==> config.mk <==
export PLATFORM = sky130hd
export DESIGN_NAME = memory_order_monitor
export DESIGN_NICKNAME = d
export VERILOG_FILES = /design/src/rtl/mom_pkg.sv /design/src/rtl/mom_value_table.sv /design/src/rtl/mom_reader_track.sv /design/src/rtl/mom_classify.sv /design/src/rtl/memory_order_monitor.sv
export SDC_FILE = /design/constraint.sdc
export NUM_CORES = 1
export LEC_CHECK = 0
export BUFFER_PORTS_ARGS = -buffer_cell sky130_fd_sc_hd__buf_2
export CORE_MARGIN = 2
export CORE_UTILIZATION = 55
export CTS_CLUSTER_DIAMETER = 150
export DETAILED_ROUTE_END_ITERATION = 8
export PLACE_DENSITY = 0.72
export SLEW_MARGIN = 20
export SYNTH_ARGS = -nofsm -noshare
export SYNTH_HDL_FRONTEND = slang
export SYNTH_HIERARCHICAL = 1
export SYNTH_SLANG_ARGS = --single-unit
==> constraint.sdc <==
create_clock -name clk -period 10.7 [get_ports clk]
set_input_delay 0.535 -clock clk [delete_from_list [all_inputs] [get_ports clk]]
set_output_delay 0.535 -clock clk [all_outputs]
set_load 0.05 [all_outputs]
==> src/rtl/mom_pkg.sv <==
// Shared types for the memory-order monitor.
package mom_pkg;
    typedef enum logic [1:0] {
        VIOL_NONE    = 2'b00,
        VIOL_PHANTOM = 2'b01,
        VIOL_REORDER = 2'b10,
        VIOL_REVERT  = 2'b11
    } viol_e;
endpackage

==> src/rtl/mom_value_table.sv <==
// Associative table from stored value to write sequence number.
// Entries fill in write order, so entry i holds write number i+1.
// Assumes the caller never inserts a value that already hits.
module mom_value_table #(
    parameter int DEPTH  = 16,
    parameter int DATA_W = 8,
    parameter int SEQ_W  = $clog2(DEPTH + 1)
) (
    input  logic              clk,
    input  logic              rst_n,
    input  logic              ins_en,
    input  logic [DATA_W-1:0] key,
    output logic              hit,
    output logic [SEQ_W-1:0]  hit_seq,
    output logic              full
);
    logic [SEQ_W-1:0]  fill_cnt;
    logic [DATA_W-1:0] slot_val [DEPTH];
    logic [DEPTH-1:0]  slot_match;

    assign full = (fill_cnt == SEQ_W'(DEPTH));

    // Fill counter: number of stored values.
    always_ff @(posedge clk) begin
        if (!rst_n) begin
            fill_cnt <= '0;
        end else if (ins_en && !full) begin
            fill_cnt <= fill_cnt + 1'b1;
        end
    end

    for (genvar i = 0; i < DEPTH; i++) begin : g_slot
        // Slot storage: captured when this slot is the next free one.
        always_ff @(posedge clk) begin
            if (!rst_n) begin
                slot_val[i] <= '0;
            end else if (ins_en && !full && fill_cnt == SEQ_W'(i)) begin
                slot_val[i] <= key;
            end
        end
        // Slot compare: occupied and equal to the key.
        assign slot_match[i] = (SEQ_W'(i) < fill_cnt) && (slot_val[i] == key);
    end

    // Encoder: turn the matching slot into its write number.
    always_comb begin
        hit     = 1'b0;
        hit_seq = '0;
        for (int i = 0; i < DEPTH; i++) begin
            if (slot_match[i] && !hit) begin
                hit     = 1'b1;
                hit_seq = SEQ_W'(i + 1);
            end
        end
    end
endmodule

==> src/rtl/mom_reader_track.sv <==
// Per-processor record of the newest write number each processor has read.
// 0 means only the initial value has been seen.
module mom_reader_track #(
    parameter int NPROC = 4,
    parameter int SEQ_W = 5,
    parameter int PID_W = $clog2(NPROC)
) (
    input  logic             clk,
    input  logic             rst_n,
    input  logic [PID_W-1:0] pid,
    input  logic             upd_en,
    input  logic [SEQ_W-1:0] upd_seq,
    output logic [SEQ_W-1:0] last_seq
);
    logic [SEQ_W-1:0] seen [NPROC];

    for (genvar p = 0; p < NPROC; p++) begin : g_proc
        // Record: advance this processor's newest observed write.
        always_ff @(posedge clk) begin
            if (!rst_n) begin
                seen[p] <= '0;
            end else if (upd_en && pid == PID_W'(p)) begin
                seen[p] <= upd_seq;
            end
        end
    end

    // Select: the record of the processor issuing the current event.
    always_comb begin
        last_seq = '0;
        for (int p = 0; p < NPROC; p++) begin
            if (pid == PID_W'(p)) last_seq = seen[p];
        end
    end
endmodule

==> src/rtl/mom_classify.sv <==
// Combinational classification of one read against the reader's history.
// Assumes the key never hits the table and equals the initial value together.
module mom_classify #(
    parameter int SEQ_W = 5
) (
    input  logic             is_read,
    input  logic             hit,
    input  logic [SEQ_W-1:0] hit_seq,
    input  logic             is_init,
    input  logic [SEQ_W-1:0] last_seq,
    output mom_pkg::viol_e   viol,
    output logic             adv_en,
    output logic [SEQ_W-1:0] adv_seq
);
    import mom_pkg::*;

    // Decide: map the read to a write number and compare with history.
    always_comb begin
        viol    = VIOL_NONE;
        adv_en  = 1'b0;
        adv_seq = '0;
        if (is_read) begin
            if (hit) begin
                if (hit_seq < last_seq) begin
                    viol = VIOL_REORDER;
                end else begin
                    adv_en  = 1'b1;
                    adv_seq = hit_seq;
                end
            end else if (is_init) begin
                if (last_seq != '0) viol = VIOL_REVERT;
            end else begin
                viol = VIOL_PHANTOM;
            end
        end
    end
endmodule

==> src/rtl/memory_order_monitor.sv <==
// Run-time monitor of read/write events to one shared location.
// It flags reads that no memory keeping per-location order could return.
// Assumes that every stored value is unique and that init_value is stable.
module memory_order_monitor #(
    parameter int NUM_PROCS   = 4,
    parameter int DATA_W      = 8,
    parameter int TABLE_DEPTH = 16,
    localparam int PID_W      = (NUM_PROCS > 1) ? $clog2(NUM_PROCS) : 1,
    localparam int SEQ_W      = $clog2(TABLE_DEPTH + 1)
) (
    input  logic              clk,
    input  logic              rst_n,
    input  logic              ev_valid,
    input  logic [PID_W-1:0]  ev_pid,
    input  logic              ev_is_write,
    input  logic [DATA_W-1:0] ev_data,
    input  logic [DATA_W-1:0] init_value,
    output logic              err_flag,
    output logic [1:0]        err_code,
    output logic              assume_broken
);
    import mom_pkg::*;

    logic             lk_hit;
    logic [SEQ_W-1:0] lk_seq;
    logic             tbl_full;
    logic             is_init_val;
    logic             wr_ev;
    logic             rd_ev;
    logic             wr_accept;
    logic             wr_bad;
    logic [SEQ_W-1:0] rd_last;
    viol_e            rd_viol;
    logic             adv_en;
    logic [SEQ_W-1:0] adv_seq;

    assign is_init_val = (ev_data == init_value);
    assign wr_ev       = ev_valid && ev_is_write;
    assign rd_ev       = ev_valid && !ev_is_write;
    assign wr_bad      = wr_ev && (lk_hit || is_init_val || tbl_full);
    assign wr_accept   = wr_ev && !wr_bad;

    mom_value_table #(
        .DEPTH  (TABLE_DEPTH),
        .DATA_W (DATA_W),
        .SEQ_W  (SEQ_W)
    ) table_i (
        .clk     (clk),
        .rst_n   (rst_n),
        .ins_en  (wr_accept),
        .key     (ev_data),
        .hit     (lk_hit),
        .hit_seq (lk_seq),
        .full    (tbl_full)
    );

    mom_reader_track #(
        .NPROC (NUM_PROCS),
        .SEQ_W (SEQ_W),
        .PID_W (PID_W)
    ) track_i (
        .clk      (clk),
        .rst_n    (rst_n),
        .pid      (ev_pid),
        .upd_en   (adv_en),
        .upd_seq  (adv_seq),
        .last_seq (rd_last)
    );

    mom_classify #(
        .SEQ_W (SEQ_W)
    ) classify_i (
        .is_read  (rd_ev),
        .hit      (lk_hit),
        .hit_seq  (lk_seq),
        .is_init  (is_init_val),
        .last_seq (rd_last),
        .viol     (rd_viol),
        .adv_en   (adv_en),
        .adv_seq  (adv_seq)
    );

    // Error latch: capture the first violation and hold it until reset.
    always_ff @(posedge clk) begin
        if (!rst_n) begin
            err_flag <= 1'b0;
            err_code <= 2'b00;
        end else if (!err_flag && rd_viol != VIOL_NONE) begin
            err_flag <= 1'b1;
            err_code <= rd_viol;
        end
    end

    // Assumption latch: sticky once a write breaks value uniqueness or capacity.
    always_ff @(posedge clk) begin
        if (!rst_n) begin
            assume_broken <= 1'b0;
        end else if (wr_bad) begin
            assume_broken <= 1'b1;
        end
    end
endmodule

==> flow_summary_export.csv, run 1 <==
group,metric,value,unit
critical_path,timing.critical_path.slowest_cell_delay,0.68,ns
sta,tightest_slew,1.109,ns
sta,worst_clock_skew,0.007354,ns
die,initial_core_util,0.5592,
synth,synth.net_count,755,
sta,min_period,4.982,ns
layout,diodes,0,
pwr,peakVddDrop,0.1125,mV
synth,yosysSeqAreaShare,0.5460,
clocking,clock-sinks,157,
hold_path,worst_hold_path_type,"reg -> reg",
synth,synth_top_flop_cell,"sky130_fd_sc_hd__edfxtp_1",
critical_path,startpoint_type,"register",
route,detailedRoute.firstPassIterationCount,9,
grt,grt_start_max_net_pins,35,
clocking,cts_hold_buf,0,
critical_path,endpoint_kind,"register",
placed_design,gpl.final_weighted_congestion,0.8619,
clocking,cts_setup_buffers,0,
sta,timing.final.setup_violations,0,
sta,total_count_of_hold_check_failures_in_the_final_report,0,
synth,netlist-cell-type-count,57,
status,failed_checks,"design-rule violations",
route,ant_nets,0,
die,floorplan.io_pins,26,
critical_path,critical-path-slowest-cell,"sky130_fd_sc_hd__o21ai_0",
sta,fin_hold_ws,0.4926,ns
route,wire_per_inst,18.67,um
sta,finalCritPeriodShare,0.4656,
critical_path,critical_path_peak_fanout,18,
route,detailed_route_via_count,5276,
synth,synth.ff_latch_count,157,
layout,highest_count_cells_in_the_layout_ignoring_fill_and_taps,"sky130_fd_sc_hd__edfxtp_1 (148), sky130_fd_sc_hd__and2_1 (132), sky130_fd_sc_hd__xnor2_1 (75)",
pwr,power_density_over_the_cells,151.8,nW/um^2
sta,slew_violations,0,
sta,rsz0062_at_grt,"no",
route,viasPerCell,5.698,
synth,synth.avg_cell_area,11.67,um^2
synth,synthAdderAreaFrac,0.01034,
layout,layout.cells.most_common,"sky130_fd_sc_hd__edfxtp_1",
die,floorplan.die.width,128.1,um
synth,synth.cell_area,8469,um^2
placed_design,buffer_ports.inserted,25,
synth,netlist_instances,726,
die,core.rowCount,45,
placed_design,detailedPlacementHpwl,11.24,mm
clocking,htree_num_levels,4,
clocking,post_cts_resize_count,0,
layout,drive_gt1_frac,0.09756,
placed_design,place_ws,5.348,ns
synth,mux_cell_area_share_after_synthesis,0.01330,
run,drv_cap,0,
critical_path,timing.critical_path.arrival,5.03,ns
clocking,max-clock-path-buffers,2,
pwr,power.leakage,3.315,nW
die,fp.dieArea,16410,um^2
sta,setup-tns-final,0,ns
grt,grt.total_usage,0.2197,
critical_path,crit_path_buffers_inverters,1,
synth,synth-edff-count,148,
die,core_area,15150,um^2
clocking,worst_skew_pair.late_latency,0.42,ns
critical_path,critical_path_class,"reg -> reg",
layout,syn2layout_area_growth,7.579,%
sta,max-slew-margin-rel,0.2527,
clocking,path_clk_slew,0.06,ns
synth,synth_xor_area_frac,0.1437,
critical_path,path_delay_family,"compound AO/OA/AOI/OAI gates",
grt,grt_first_pass_wirelength,27.08,mm
clocking,cts_made_buffers,17,
sta,setup_ws,5.718,ns
layout,final_nets,754,
grt,total_grt_overflow,0,
route,drt_drc_violations_left,1,
status,run_status,"finished, violations left",
route,first_drt_iteration_drcs,542,
synth,synth_top_family_by_area,"simple AND/OR/NAND/NOR gates",
route,routed_wirelength,17.29,mm
die,chipHeight,128.1,um
grt,number_of_global_route_vias_before_repair,5039,
synth,area_share_of_and_or_nand_nor_cells_after_synthesis,0.2017,
grt,number_of_antenna_violations_at_the_first_check_in_global_routing,0,
critical_path,cells_traversed_along_the_worst_timing_path,"a21oi_1 -> or3_1 -> nor4_1 -> or2b_1 -> o211ai_1 -> a311oi_1 -> ha_1 -> a21o_1 -> a31oi_1 -> o21ai_1 -> and2_1 -> inv_1 -> o21ai_0",
synth,yosysWarnings,6,
clocking,tritoncts,"yes",
clocking,root_buffer,"sky130_fd_sc_hd__clkbuf_16",
synth,synth-compound-area-share,0.04476,
critical_path,required,10.75,ns
sta,clock.fmax,0.2007,GHz
synth,ys_async_sr_fraction,0,
[tightest hold or removal path: cells and delay by family (launching register included)]
family	cells	cell delay (ns)
DFF	1	0.31
AOI/OAI and AO/OA	2	0.13
[cell type report]
class	count	area (um^2)
Sequential cell	157	4624
Fill cell	1212	6035
Clock inverter	15	140.1
Tap cell	188	235.2
Inverter	11	41.29
Timing Repair Buffer	27	140.1
Clock buffer	17	425.4
Multi-Input combinational cell	511	3505
[worst paths after layout]
check,startpoint,endpoint,slack (ns),cells after the start
setup / recovery,table_i/fill_cnt[3],track_i/seen[2][2],5.72,13
hold / removal,err_code[0],err_code[0],0.49,2
setup reg to reg,table_i/fill_cnt[3],track_i/seen[2][2],5.72,13
hold reg to reg,err_code[0],err_code[0],0.49,2
[metal layers]
metal	up-vias	part of all wire	track usage	routed length, um
li1	2522	-	-	-
met1	2577	0.45	0.2961	7815
met2	155	0.48	0.3627	8361
met3	22	0.052	0.04508	892
met4	0	0.013	0.06335	221
met5	-	0	0	0
[per-stage QoR]
stage                     instances  cell area, um^2  power (mW)    util
after floorplan                 726             8469      0.7986       -
after global placement          894             8546      0.8192  0.5642
after detailed placement        894             8546      0.8232  0.5642
after CTS                       926             9111       1.393  0.6016
after global routing            926             9111       1.433  0.6016
final                           926             9111       1.383  0.6016
[power breakdown]
part           switching [mW]  internal, mW  leakage [nW]
Clock                   0.250         0.324         0.272
Combinational          0.0671        0.0385          1.44
Sequential             0.0117         0.693          1.60
[sequential cells by signal (all words and copies together) (netlist names)]
name,cells
err_code,2
assume_broken,1
track_i/seen,20
table_i/slot_val,128
table_i/fill_cnt,5
err_flag,1
[logic make-up after synthesis]
group / after synthesis
AND/OR/NAND/NOR: 300
flip-flops: 157
XOR/XNOR: 139
AO/OA/AOI/OAI: 60
buffers and inverters: 58
adder cells (fa/ha/maj): 7
multiplexers: 5
[Yosys cell counts (all sizes together), types with 3 or more instances]
library cell,count,share of area
a21o,3,0.0027
or4b,3,0.0035
clkbuf,19,0.0086
nand2b,10,0.0074
xor2,64,0.066
edfxtp,148,0.52
nand2,16,0.0071
nor2b,6,0.0044
o2111ai,3,0.0031
nor3,11,0.0071
o21ai,28,0.017
nand4,18,0.013
nand3,16,0.0095
and3,6,0.0044
or3,4,0.0030
xnor2,75,0.078
a21oi,10,0.0059
nor2,53,0.024
dfxtp,9,0.021
ha,7,0.010
nor4,15,0.011
inv,11,0.0049
or2,4,0.0030
buf,28,0.027
mux4,5,0.013
and2,132,0.098
Note: power is estimated with default switching activity, not from simulation.
==> inputs of run 2 (changes only) <==
--- a/config.mk
+++ b/config.mk
@@ -5,6 +5,7 @@
 export SDC_FILE = /design/constraint.sdc
 export NUM_CORES = 1
 export LEC_CHECK = 0
+export ABC_AREA = 1
 export BUFFER_PORTS_ARGS = -buffer_cell sky130_fd_sc_hd__buf_2
 export CORE_MARGIN = 2
 export CORE_UTILIZATION = 55
==> constraint.sdc (replaced) <==
create_clock -name clk -period 5.1 [get_ports clk]
set_input_delay 0.255 -clock clk [delete_from_list [all_inputs] [get_ports clk]]
set_output_delay 0.255 -clock clk [all_outputs]
set_load 0.05 [all_outputs]
==> run 2 against run 1 <==
The flow now finishes without violations. Fmax increased by 11%. Power increased by 110%. Final cell count increased by 31%. Clock-buffer cell count increased by 4. Global-route usage increased by 3.7 points. Clock skew about the same. Register-to-register slack got worse by 5.1 ns. Clock power increased by 110%. Wire length increased by 20%. Die area increased by 2.8%. Critical path type unchanged. Largest power group unchanged. Highest routed layer unchanged.
==> flow_summary_export.csv, run 2 <==
group,metric,value,unit
synth,netlist_instances,956,
sta,rsz0062_at_grt,"no",
synth,yosysSeqAreaShare,0.5306,
layout,utilization,0.6118,
die,core.rowCount,46,
critical_path,cells_traversed_along_the_worst_timing_path,"nand2_2 -> nor2_1 -> nand2_1 -> nand3_1 -> nor3_1 -> nand2_1 -> nand4_4 -> nor2_4 -> nand3_2 -> nor2_4 -> nand4_1 -> nor2_1 -> nand2_2 -> nor2_1 -> inv_1 -> nor2_1 -> inv_1 -> nor2_2 -> inv_1 -> o31ai_1 -> buf_4",
placed_design,gpl.final_weighted_congestion,0.9749,
synth,ys_async_sr_fraction,0,
layout,max_ffs_per_register,128,
critical_path,crit-reg2reg-launch,"table_i/fill_cnt[3]",
route,viasPerCell,5.446,
clocking,cts_hold_buf,0,
die,initial_core_util,0.5547,
sta,total_count_of_hold_check_failures_in_the_final_report,0,
die,floorplan.io_pins,26,
sta,min_period,4.471,ns
synth,yosysWarnings,6,
critical_path,crit_end,"table_i/slot_val[1][9]",
layout,syn2layout_area_growth,10.29,%
critical_path,required,5.23,ns
clocking,clock-sinks,157,
route,detailed_route_via_count,6617,
clocking,htree_num_levels,4,
synth,synth-edff-count,148,
layout,drive_gt1_frac,0.1301,
critical_path,crit_path_buffers_inverters,4,
route,ant_nets,0,
route,detailedRoute.firstPassIterationCount,5,
sta,worst_clock_skew,0.007398,ns
die,chipHeight,129.9,um
placed_design,buffer_ports.inserted,25,
layout,final_nets,1015,
synth,netlist-cell-type-count,47,
critical_path,path_delay_family,"simple AND/OR/NAND/NOR gates",
synth,yosysMostFrequentCell,"sky130_fd_sc_hd__nor2_1",
status,run_status,"complete, no violations",
sta,tightest_slew,0.8619,ns
critical_path,critical-path-slowest-cell,"sky130_fd_sc_hd__dfxtp_1",
critical_path,crit_start,"table_i/fill_cnt[3]",
synth,synth.cell_area,8716,um^2
grt,grt_start_max_net_pins,48,
layout,n_fill_cell,1365,
clocking,root_buffer,"sky130_fd_sc_hd__clkbuf_16",
run,drv_cap,0,
sta,clock.fmax,0.2237,GHz
clocking,cts_setup_buffers,0,
critical_path,cp_num_cells,21,
grt,grt_first_pass_wirelength,32.31,mm
grt,total_grt_overflow,0,
synth,netlist.area_leader.share,0.5099,
placed_design,detailedPlacementHpwl,14.13,mm
critical_path,reg2reg_depth,21,
synth,synthTopCellsByArea,"sky130_fd_sc_hd__edfxtp_1 (51%), sky130_fd_sc_hd__nor2_1 (9.3%), sky130_fd_sc_hd__nand2_1 (7.4%), sky130_fd_sc_hd__xnor2_1 (4.8%), sky130_fd_sc_hd__xor2_1 (3.7%)",
layout,layout.cells.most_common,"sky130_fd_sc_hd__nor2_1",
hold_path,worst_hold_path_type,"in -> reg",
route,first_drt_iteration_drcs,605,
route,drt_drc_violations_left,0,
die,core_area,15710,um^2
critical_path,path_common_cell,"sky130_fd_sc_hd__nor2_1",
clocking,post_cts_resize_count,0,
route,wire_per_inst,17.01,um
route,routed_wirelength,20.67,mm
grt,number_of_global_route_vias_before_repair,6220,
layout,layout_top_registers,"table_i/slot_val: 128 flops, track_i/seen: 20 flops, table_i/fill_cnt: 5 flops",
critical_path,critical_path_class,"reg -> reg",
die,floorplan.die.width,129.9,um
synth,synth_top_flop_cell,"sky130_fd_sc_hd__edfxtp_1",
synth,ys_top_cells_by_count,"sky130_fd_sc_hd__nor2_1 (217), sky130_fd_sc_hd__nand2_1 (172), sky130_fd_sc_hd__edfxtp_1 (148), sky130_fd_sc_hd__inv_1 (85), sky130_fd_sc_hd__xnor2_1 (48)",
synth,synth.ff_latch_count,157,
critical_path,timing.critical_path.slowest_cell_delay,0.71,ns
clocking,cts_made_buffers,17,
clocking,tritoncts,"yes",
sta,finalCritPeriodShare,0.8767,
synth,cell_taking_the_most_area_after_synthesis,"sky130_fd_sc_hd__edfxtp_1",
layout,highest_count_cells_in_the_layout_ignoring_fill_and_taps,"sky130_fd_sc_hd__nor2_1 (217), sky130_fd_sc_hd__nand2_1 (172), sky130_fd_sc_hd__edfxtp_1 (148)",
critical_path,rrSetupSlack,0.63,ns
synth,synth.net_count,985,
pwr,power_density_over_the_cells,307.0,nW/um^2
layout,diodes,0,
clocking,path_clk_slew,0.06,ns
sta,setup-tns-final,0,ns
sta,timing.final.setup_violations,0,
clocking,max-clock-path-buffers,2,
critical_path,critical_path_peak_fanout,8,
pwr,power.leakage,3.984,nW
synth,synth.avg_cell_area,9.117,um^2
die,fp.dieArea,16870,um^2
hold_path,min_delay_path_depth,5,
grt,number_of_antenna_violations_at_the_first_check_in_global_routing,0,
critical_path,reg2reg_to,"table_i/slot_val[1][9]",
critical_path,timing.critical_path.arrival,4.60,ns
critical_path,endpoint_kind,"register",
sta,max-slew-margin-rel,0.4254,
sta,slew_violations,0,
clocking,worst_skew_pair.late_latency,0.42,ns
pwr,peakVddDrop,0.2229,mV
layout,top_register,"table_i/slot_val",
grt,grt.total_usage,0.2572,
critical_path,startpoint_type,"register",
run 2: changes by cell type in the layout (fill, tap and decap cells not counted), moves of 12 or more:
cell / delta
sky130_fd_sc_hd__buf_4: +24
sky130_fd_sc_hd__inv_1: +74
sky130_fd_sc_hd__xor2_1: -27
sky130_fd_sc_hd__o21ai_0: +15
sky130_fd_sc_hd__inv_2: +12
sky130_fd_sc_hd__nand2_1: +156
sky130_fd_sc_hd__xnor2_1: -27
sky130_fd_sc_hd__nand3_1: +26
sky130_fd_sc_hd__and2_1: -132
sky130_fd_sc_hd__nor2_1: +165
run 2: cell type report:
type                            instances  area (um^2)  area share
Sequential cell                       157         4624      0.4811
Multi-Input combinational cell        660         3465      0.3604
Clock buffer                           21        440.4     0.04582
Inverter                               99        374.1     0.03892
Timing Repair Buffer                   51        320.3     0.03332
Tap cell                              216        270.3     0.02811
Clock inverter                         11        118.9     0.01236
run 2: worst reg2reg max path, stage by stage (launching register included):
cell                      delay (ns)
sky130_fd_sc_hd__dfxtp_1        0.71
sky130_fd_sc_hd__nand2_2        0.22
sky130_fd_sc_hd__nor2_1         0.23
sky130_fd_sc_hd__nand2_1        0.13
sky130_fd_sc_hd__nand3_1        0.09
sky130_fd_sc_hd__nor3_1         0.04
sky130_fd_sc_hd__nand2_1        0.21
sky130_fd_sc_hd__nand4_4        0.16
sky130_fd_sc_hd__nor2_4         0.14
sky130_fd_sc_hd__nand3_2        0.09
sky130_fd_sc_hd__nor2_4         0.13
sky130_fd_sc_hd__nand4_1        0.20
sky130_fd_sc_hd__nor2_1         0.18
sky130_fd_sc_hd__nand2_2        0.08
sky130_fd_sc_hd__nor2_1         0.09
sky130_fd_sc_hd__inv_1          0.06
sky130_fd_sc_hd__nor2_1         0.27
sky130_fd_sc_hd__inv_1          0.14
sky130_fd_sc_hd__nor2_2         0.28
sky130_fd_sc_hd__inv_1          0.17
sky130_fd_sc_hd__o31ai_1        0.33
sky130_fd_sc_hd__buf_4          0.24
run 2: routing by layer:
| layer | track usage | share of wire |
|---|---|---|
| met4 | 0.1050 | 0.029 |
| met3 | 0.04633 | 0.069 |
| met1 | 0.3441 | 0.43 |
| met5 | 0 | 0 |
| met2 | 0.4173 | 0.47 |
run 2: worst min path at each step:
| stage | start | to |
|---|---|---|
| after floorplan | rst_n | err_code[0] |
| after global placement | err_code[0] | err_code[0] |
| after detailed placement | assume_broken | assume_broken |
| after CTS | ev_valid | assume_broken |
| after global routing | ev_valid | assume_broken |
| final | ev_valid | assume_broken |
run 2: through the flow:
stage | instance area, um^2 | std cells | power [mW] | hold slack [ns] | setup WS, ns
after floorplan | 8716 | 956 | 1.690 | 0.3934 | 1.302
after global placement | 9054 | 1183 | 1.764 | 0.4370 | 0.8207
after detailed placement | 9054 | 1183 | 1.770 | 0.4501 | 0.6950
after CTS | 9613 | 1215 | 2.964 | 0.2483 | 0.7868
after global routing | 9613 | 1215 | 3.046 | 0.2577 | 0.3105
final | 9613 | 1215 | 2.951 | 0.2604 | 0.6287
run 2: cell families (layout without fill, tap and decap cells):
kind of cell	count (synthesis)	after routing	share of synthesized area
simple gates	513	513	0.2650
flops	157	157	0.5306
buf+inv	139	182	0.07192
xor+xnor	85	85	0.08541
compound gates	55	55	0.03704
fa+ha+maj	7	7	0.01005
run 2: report_power, final:
group | switching [mW] | internal, mW | total (mW)
clock network | 0.488 | 0.717 | 1.21
registers | 0.0230 | 1.45 | 1.48
logic | 0.180 | 0.0881 | 0.268
total | 0.691 | 2.26 | 2.95
==> inputs of run 3 (changes only) <==
--- a/config.mk
+++ b/config.mk
@@ -5,9 +5,8 @@
 export SDC_FILE = /design/constraint.sdc
 export NUM_CORES = 1
 export LEC_CHECK = 0
-export ABC_AREA = 1
 export BUFFER_PORTS_ARGS = -buffer_cell sky130_fd_sc_hd__buf_2
-export CORE_MARGIN = 2
+export CORE_MARGIN = 3
 export CORE_UTILIZATION = 55
 export CTS_CLUSTER_DIAMETER = 150
 export DETAILED_ROUTE_END_ITERATION = 8
==> run 3 against run 2 <==
Core utilization grew 2.3 points. Setup slack got worse by 0.28 ns. Fmax is 5.8% lower. Register-to-register slack got worse by 0.28 ns. Clock skew increased by 0.0021 ns. Highest routed layer unchanged. Global-route usage decreased by 3.7 points. Largest cell class unchanged.
==> flow_summary_export.csv, run 3 (synthesized netlist as in run 1, its figures left out) <==
group,metric,value,unit
placed_design,postPlaceCellArea,8773,um^2
route,first_drt_iteration_drcs,431,
critical_path,cells_traversed_along_the_worst_timing_path,"a21oi_1 -> or3_1 -> nor4_1 -> or2b_1 -> o211ai_1 -> a311oi_1 -> ha_1 -> a21o_1 -> a31oi_1 -> o21ai_1 -> and2_1 -> inv_1 -> o21ai_0",
route,wire_per_inst,18.59,um
die,fp.dieArea,16920,um^2
status,run_status,"complete, no violations",
critical_path,critical-path-slowest-cell,"sky130_fd_sc_hd__dfxtp_1",
route,dr_wl_met3,891,um
layout,layout_top_registers,"table_i/slot_val: 128 flops, track_i/seen: 20 flops, table_i/fill_cnt: 5 flops",
grt,grt_start_max_net_pins,35,
pwr,total_power,3.047,mW
pwr,swShare,0.2234,
pwr,power.switching,0.6806,mW
layout,syn2layout_area_growth,10.92,%
die,floorplan.die.width,130.1,um
layout,drive_gt1_frac,0.1243,
route,drt_drc_violations_left,0,
pwr,clock_power_share,0.436,
sta,finalCritPeriodShare,0.9307,
sta,clock.fmax,0.2107,GHz
sta,total_count_of_hold_check_failures_in_the_final_report,0,
layout,max_ffs_per_register,128,
placed_design,detailedPlacementHpwl,11.89,mm
pwr,power_density_over_the_cells,324.4,nW/um^2
layout,final_nets,780,
run,drv_cap,0,
route,detailed_route_via_count,5412,
sta,rsz0062_at_grt,"yes",
clocking,clock-sinks,157,
grt,grt.total_usage,0.2203,
critical_path,startpoint_type,"register",
die,chipHeight,130.1,um
critical_path,endpoint_kind,"register",
clocking,path_clk_slew,0.06,ns
pwr,power.leakage,3.480,nW
route,maxUsedRoutingLayer,"met4",
grt,total_grt_overflow,0,
pwr,combinational_share_of_power,0.079,
route,viasPerCell,5.709,
layout,top_register,"table_i/slot_val",
sta,slew_violations,0,
clocking,cts_setup_buffers,0,
layout,highest_count_cells_in_the_layout_ignoring_fill_and_taps,"sky130_fd_sc_hd__edfxtp_1 (148), sky130_fd_sc_hd__and2_1 (132), sky130_fd_sc_hd__xnor2_1 (75)",
route,detailroute.wirelength.met2,8.439,mm
clocking,tritoncts,"yes",
clocking,root_buffer,"sky130_fd_sc_hd__clkbuf_16",
sta,min_period,4.746,ns
die,floorplan.io_pins,26,
layout,layout.cells.most_common,"sky130_fd_sc_hd__edfxtp_1",
die,core.rowCount,44,
pwr,intPower,2.366,mW
placed_design,buffer_ports.inserted,25,
layout,fin_area,9394,um^2
clocking,max-clock-path-buffers,2,
pwr,power_frac_seq,0.485,
grt,grt_first_pass_wirelength,28.22,mm
clocking,htree_num_levels,4,
critical_path,timing.critical_path.arrival,4.80,ns
critical_path,required,5.16,ns
sta,max-slew-margin-rel,0.4565,
critical_path,timing.critical_path.slowest_cell_delay,0.66,ns
pwr,peakVddDrop,0.2176,mV
placed_design,gpl.final_weighted_congestion,0.8499,
route,detailedRoute.firstPassIterationCount,5,
layout,diodes,0,
route,met1_length,7.865,mm
sta,worst_clock_skew,0.009495,ns
clocking,worst_skew_pair.late_latency,0.43,ns
critical_path,critical_path_peak_fanout,17,
grt,number_of_antenna_violations_at_the_first_check_in_global_routing,0,
route,routed_wirelength,17.63,mm
sta,tightest_slew,0.8153,ns
clocking,cts_made_buffers,17,
clocking,cts_hold_buf,0,
sta,timing.final.setup_violations,0,
hold_path,worst_hold_path_type,"in -> reg",
grt,number_of_global_route_vias_before_repair,5509,
critical_path,critical_path_class,"reg -> reg",
route,ant_nets,0,
die,initial_core_util,0.5719,
die,core_area,14810,um^2
## run 3: cell count changes in the layout (fill, tap and decap cells not counted), sizes merged, moves of 6 or more
| cell | before | now |
|---|---|---|
| nand2 | 178 | 16 |
| nor4 | 5 | 15 |
| xor2 | 37 | 64 |
| nand3 | 52 | 16 |
| nand4 | 29 | 18 |
| xnor2 | 48 | 75 |
| inv | 99 | 13 |
| and3 | 0 | 6 |
| nor2b | 0 | 6 |
| nor2 | 229 | 53 |
| and2 | 0 | 132 |
| nand2b | 0 | 10 |
## run 3: timing repair
item	in CTS	in global routing
endpoints found under the hold margin	0	0
resized for setup	0	1
endpoints found under the setup margin	0	15
## run 3: area by class of cell
class / count / area, um^2
timing repair buffer: 53 / 372.9
multi-input combinational: 511 / 3505
clock inverter: 15 / 195.2
sequential: 157 / 4624
inverter: 11 / 41.29
tap: 184 / 230.2
fill: 1131 / 5415
clock buffer: 17 / 425.4
## run 3: worst paths after layout
kind | from | cells after the start | to | slack [ns]
max | table_i/fill_cnt[2] | 13 | track_i/seen[1][4] | 0.35
min | ev_valid | 4 | assume_broken | 0.26
max reg2reg | table_i/fill_cnt[2] | 13 | track_i/seen[1][4] | 0.35
min reg2reg | err_code[0] | 2 | err_code[0] | 0.48
## run 3: per-stage QoR
stage | hold WS (ns) | util | std cells | setup WS (ns) | setup TNS [ns]
3_5_place_dp | 0.4786 | 0.5924 | 916 | 0.2963 | 0
6_report | 0.2624 | 0.6343 | 948 | 0.3535 | 0
5_1_grt | 0.3193 | 0.6343 | 948 | -0.09643 | -0.9169
4_1_cts | 0.2467 | 0.6343 | 948 | 0.3687 | 0
3_3_place_gp | 0.4687 | 0.5924 | 916 | 0.4870 | 0
2_1_floorplan | 0.3767 | - | 726 | 1.272 | 0
## run 3: metal layers
metal,GRT usage,vias to the layer above
met5,0,-
met4,0.09169,0
met3,0.04134,29
met2,0.3591,151
met1,0.2914,2658
li1,-,2574
## run 3: power by group through the flow
stage	registers (mW)	clock network [mW]	logic (mW)
after floorplan	1.50	0	0.175
after global placement	1.50	0	0.232
after detailed placement	1.50	0	0.239
after CTS	1.48	1.35	0.242
after global routing	1.48	1.40	0.264
final	1.48	1.33	0.241
## run 3: critical path: cells and delay by family, from the launching register on
family / cells / cell delay [ns]
adder cells (fa/ha/maj): 1 / 0.25
AO/OA/AOI/OAI: 7 / 1.92
AND/OR/NAND/NOR: 4 / 1.45
flip-flops: 1 / 0.66
buffers and inverters: 1 / 0.12
